### config.mk
export PLATFORM = sky130hd
export DESIGN_NAME = spi_cmd_poll_slave
export DESIGN_NICKNAME = d
export VERILOG_FILES = /design/src/rtl/spi_cmd_poll_slave.sv
export SDC_FILE = /design/constraint.sdc
export NUM_CORES = 1
export LEC_CHECK = 0
export ABC_AREA = 1
export BUFFER_PORTS_ARGS = -buffer_cell sky130_fd_sc_hd__buf_2
export CAP_MARGIN = 20
export CORE_UTILIZATION = 50
export DETAILED_ROUTE_END_ITERATION = 12
export PLACE_DENSITY_LB_ADDON = 0.3
export REMOVE_ABC_BUFFERS = 1
export SLEW_MARGIN = 20
export SYNTH_ARGS = -nofsm -noshare
export SYNTH_HDL_FRONTEND = slang
export SYNTH_SLANG_ARGS = --single-unit
### constraint.sdc
create_clock -name clk -period 2.7 [get_ports clk]
set_clock_uncertainty 0.1 [all_clocks]
set_input_delay 0 -clock clk [delete_from_list [all_inputs] [get_ports clk]]
set_output_delay 0 -clock clk [all_outputs]
set_load 0.005 [all_outputs]
### src/rtl/spi_cmd_poll_slave.sv
module spi_cmd_poll_slave #(
  parameter int RES_BYTES = 4,
  parameter logic [7:0] CMD_GO   = 8'h10,
  parameter logic [7:0] CMD_STAT = 8'h20,
  parameter logic [7:0] CMD_READ = 8'h30
) (
  input  logic                   clk,
  input  logic                   rst_n,
  input  logic                   sclk,
  input  logic                   cs_n,
  input  logic                   mosi,
  output logic                   miso,
  output logic                   eng_start,
  input  logic                   eng_done,
  input  logic [RES_BYTES*8-1:0] eng_result
);
  localparam int RES_W = RES_BYTES * 8;
  localparam int BW    = $clog2(RES_BYTES + 2);
  localparam logic [BW-1:0] IDX_MAX  = BW'(RES_BYTES + 1);
  localparam logic [BW-1:0] IDX_LAST = BW'(RES_BYTES);
  localparam logic [1:0] ST_IDLE = 2'd0, ST_BUSY = 2'd1, ST_DONE = 2'd2;

  logic [2:0] sclk_s, cs_s;
  logic [1:0] mosi_s;
  logic [1:0] status_q;
  logic [2:0] bit_cnt;
  logic [BW-1:0] byte_idx;
  logic [7:0] rx_q, tx_q, cmd_q, resp;
  logic rd_ok_q;
  logic [RES_W-1:0] res_q;

  wire sel     = ~cs_s[1];
  wire cs_fall = cs_s[2] & ~cs_s[1];
  wire rise    = sel & sclk_s[1] & ~sclk_s[2];
  wire fall    = sel & ~sclk_s[1] & sclk_s[2];
  wire [7:0] rx_full = {rx_q[6:0], mosi_s[1]};
  wire byte_end = rise & (bit_cnt == 3'd7);
  wire first    = (byte_idx == '0);
  wire [7:0] cmd_n   = first ? rx_full : cmd_q;
  wire       rd_ok_n = first ? (status_q == ST_DONE) : rd_ok_q;
  wire go_fire  = byte_end & first & (rx_full == CMD_GO) & (status_q == ST_IDLE);
  wire rd_fin   = byte_end & (byte_idx == IDX_LAST) & (cmd_q == CMD_READ) & rd_ok_q;

  assign miso = sel & tx_q[7];

  always_comb begin
    int k;
    logic [RES_W-1:0] sh;
    k = 32'(byte_idx) + 1;
    sh = '0;
    resp = 8'h00;
    if (cmd_n == CMD_STAT) begin
      resp = {6'd0, status_q};
    end else if (cmd_n == CMD_READ) begin
      if (!rd_ok_n) resp = 8'hFF;
      else if (k <= RES_BYTES) begin
        sh = res_q >> (8 * (RES_BYTES - k));
        resp = sh[7:0];
      end
    end
  end

  always_ff @(posedge clk or negedge rst_n) begin
    if (!rst_n) begin
      sclk_s <= '0;
      cs_s   <= '1;
      mosi_s <= '0;
    end else begin
      sclk_s <= {sclk_s[1:0], sclk};
      cs_s   <= {cs_s[1:0], cs_n};
      mosi_s <= {mosi_s[0], mosi};
    end
  end

  always_ff @(posedge clk or negedge rst_n) begin
    if (!rst_n) begin
      bit_cnt  <= '0;
      byte_idx <= '0;
      rx_q     <= '0;
      tx_q     <= '0;
      cmd_q    <= '0;
      rd_ok_q  <= 1'b0;
    end else if (!sel || cs_fall) begin
      bit_cnt  <= '0;
      byte_idx <= '0;
      tx_q     <= '0;
    end else if (rise) begin
      rx_q <= rx_full;
      if (bit_cnt == 3'd7) begin
        bit_cnt <= '0;
        tx_q    <= resp;
        if (byte_idx != IDX_MAX) byte_idx <= byte_idx + 1'b1;
        if (first) begin
          cmd_q   <= rx_full;
          rd_ok_q <= status_q == ST_DONE;
        end
      end else begin
        bit_cnt <= bit_cnt + 3'd1;
      end
    end else if (fall && bit_cnt != '0) begin
      tx_q <= {tx_q[6:0], 1'b0};
    end
  end

  always_ff @(posedge clk or negedge rst_n) begin
    if (!rst_n) begin
      status_q  <= ST_IDLE;
      eng_start <= 1'b0;
      res_q     <= '0;
    end else begin
      eng_start <= go_fire;
      if (go_fire) status_q <= ST_BUSY;
      else if (status_q == ST_BUSY && eng_done) begin
        status_q <= ST_DONE;
        res_q    <= eng_result;
      end else if (rd_fin) status_q <= ST_IDLE;
    end
  end
endmodule

==> metrics.md <==
| Metric | Value |
|---|---|
| Most frequent cell after synthesis | nand2_1 |
| Cell Chain, Critical Path | inv_1 -> ha_1 -> nand2_2 -> nand2_1 -> nand2_1 -> nor2_1 -> nand2_1 -> nor2_1 -> nand2_1 -> nand2_1 -> nand2_1 -> nand2_1 |
| Crit path arrival time | about 2.3 ns |
| Crit-path max cell delay | roughly 0.44 ns |
| Post-synth top area cell | dfrtp_1 |
| Slew at the pin closest to its max-slew limit | approximately 0.84 ns |
| Pleak | 2.43 nW |
| Die Ht | between 80 and 90 um |
| Die ar. | a little under 8000 um^2 |
| Vias post-DR | 3274 |
| Clock Tree Root | clkbuf_8 |
| CP max-delay cell | ha_1 |
| Post-CTS resize count | 0 |
| Boundary Pins | 40 |
| Cts bufs inserted | 9 |
| H-tree depth | 3 |
| Worst Path Required | about 2.9 ns |
| Starting density of the core | 51.5% |
| Post-route cell area | 4580 um^2 |
| Hold Path End | status_q[1] |
| Unrepaired setup endpoints after global routing | no |
| Final Hold Viols | 0 |
| RR Endpoint | tx_q[1] |
| Setup bufs post-CTS | 0 |
| DR vias/cell | roughly 4.9 |
| Outcome | completed |
| PortBufs | 39 |
| Syn_area_per_cell | ~7.6 um^2 |
| Fraction of layout cells with a size suffix above 1 | around 16% |
| Dpl cell area | 4020 um^2 |
| R2R depth | 12 |
| Worst Setup Start Kind | register |
| Mapped cell area | between 3000 and 4000 um^2 |
| Sequential area share after synthesis | between 40% and 50% |
| Area growth from synthesis to layout | 22.7% |
| Post-synth EDFFs | 0 |
| CP top delay family | simple AND/OR/NAND/NOR gates |
| Reg-to-reg slack, setup | around 0.55 ns |
| GRT Total Usage | 24.1% |
| WP buf/inv | 1 |
| Top cells by area, synth | dfrtp_1 47%, nand2_1 23%, nand3_1 4.6%, inv_1 4.4%, o21ai_0 3.5% |
| Nets | around 620 |
| Drt pass-1 iters | 4 |
| CTS max path bufs | 2 |
| Final core occ | roughly 63% |
| Critical path class | reg -> reg |
| GPL Wtd Cong | between 0.8 and 0.9 |
| Core Area | 7250 um^2 |
| Clock latency on the worst-skew pair | between 0.3 and 0.4 ns |
| CTS tree | yes |
| Post-synthesis cell count | a little under 500 |
| Setup TNS | 0 ns |
| Hold crit path type | in -> reg |
| Synth Register Bits | 73 |
| Gr ovfl total | 0 |
| Hold Buf Count CTS | 36 |
| Slew Limit Fails | 0 |
| Post-route ant nets | 0 |
| First-pass GRT wire length | about 14000 um |
| Fin crit period | between 2 and 2.5 ns |
| Initial antenna violation count | 0 |
| CP Max Fanout | 12 |
| Crit. End Element | register |
| Synth warn | 0 |
| Non-Filler Instances | between 600 and 700 |
| Routed WL per cell | roughly 12 um |
| Clock Sink Count | 73 |
| Hold depth | 4 |
| Ys flop type | dfrtp_1 |
| Final setup fails | 0 |
| Antenna cells | 0 |
| Final HPWL DP | 5600 um |
| DRT iter0 DRCs | 152 |
| Worst hold start | eng_done |
| Placed cells | 623 |
| Max VDD drop | about 0.32 mV |
| FF-to-FF Start | byte_idx[1] |
| Drc violations | 0 |
| Final WL | 8380 um |
| Synth cell types | 31 |
| Vias in the first global route | ~3200 |
| Async SR Flop Fraction | 100% |
| Max-Cap Viols | 0 |
| Std cell rows | 31 |
| Largest net degree at the start of global routing | 45 |
| Yosys top cell area share | approximately 47% |
| Period utilisation layout | slightly below 80% |
| Die Width | a little under 90 um |
| Max-slew headroom | 43.4% |
| Top post-synthesis cells by count | 227 x nand2_1, 70 x dfrtp_1, 44 x inv_1 |
| Power per Cell Area | around 500 nW/um^2 |
| Fmax | 0.466 GHz |
| Worst path most repeated cell | nand2_1 |
| Clk pin slew, worst setup/hold paths | ~0.080 ns |
layer usage:
layer	track usage, %	up-vias	wire (um)
li1	-	1682	-
met1	30.0	1498	3950
met2	39.7	75	3910
met3	7.18	19	323
met4	9.09	0	192
met5	0	-	0
cells by family after synthesis:
family | count (synthesis) | synth area share [%]
adders and majority gates | 7 | 2.35
AOI/OAI and AO/OA | 46 | 7.21
and+or+nand+nor | 303 | 33.9
DFF | 73 | 49.0
buffers and inverters | 64 | 7.48
layout by cell type (no fill, tap or decap), drive strengths merged:
| cell | netlist | routed |
|---|---|---|
| a211oi | 2 | 2 |
| a21oi | 15 | 15 |
| a22o | 1 | 1 |
| and2 | 1 | 1 |
| and2b | 5 | 5 |
| buf | 5 | 46 |
| bufinv | 0 | 1 |
| clkbuf | 10 | 10 |
| clkinv | 2 | 6 |
| clkinvlp | 0 | 1 |
| dfrtp | 70 | 70 |
| dfstp | 3 | 3 |
| dlygate4sd3 | 0 | 36 |
| ha | 7 | 7 |
| inv | 47 | 47 |
| nand2 | 235 | 235 |
| nand3 | 34 | 34 |
| nand4 | 2 | 2 |
| nor2 | 22 | 22 |
| nor3 | 1 | 1 |
| nor4 | 2 | 2 |
| o21ai | 28 | 28 |
| or2 | 1 | 1 |
worst min-delay path: stages:
cell and delay, ns:
buf_2 0.08, nand3_1 0.10, buf_4 0.25, nand2_1 0.11
layout make-up:
type,count,area [um^2]
clock buffer,10,128
clock inverter,6,68.8
fill,651,2670
inverter,49,186
multi-input combinational,356,1620
sequential,73,1830
tap,99,124
timing repair buffer,82,621
flip-flops by register name (all words and copies together), names as in the netlist:
signal / cells
res_q: 32
cmd_q: 8
tx_q: 8
rx_q: 7
bit_cnt: 3
byte_idx: 3
cs_s: 3
sclk_s: 3
mosi_s: 2
status_q: 2
eng_start: 1
rd_ok_q: 1
worst max path at each step:
stage / from / slack, ns / depth (start not counted) / end
after floorplan: byte_idx[0] / 0.41 / 13 / tx_q[1]
after global placement: byte_idx[1] / 0.66 / 10 / tx_q[7]
after detailed placement: byte_idx[1] / 0.61 / 12 / tx_q[6]
after CTS: byte_idx[1] / 0.58 / 12 / tx_q[7]
after global routing: byte_idx[1] / 0.39 / 11 / tx_q[1]
final: byte_idx[1] / 0.55 / 12 / tx_q[1]
stage by stage:
step | worst slack (ns) | power, mW | hold WS, ns
floorplan | 0.413 | 1.28 | -0.396
global placement | 0.658 | 1.36 | -0.0351
detailed placement | 0.605 | 1.37 | -0.0306
CTS | 0.583 | 2.26 | 0.114
global route | 0.394 | 2.34 | 0.135
finish | 0.552 | 2.24 | 0.117
report_power, final:
part	internal (mW)	switching, mW
Sequential	1.13	0.0268
Combinational	0.109	0.125
Clock	0.430	0.423
Total	1.67	0.574
No activity file was read; power rests on OpenSTA's default activity.
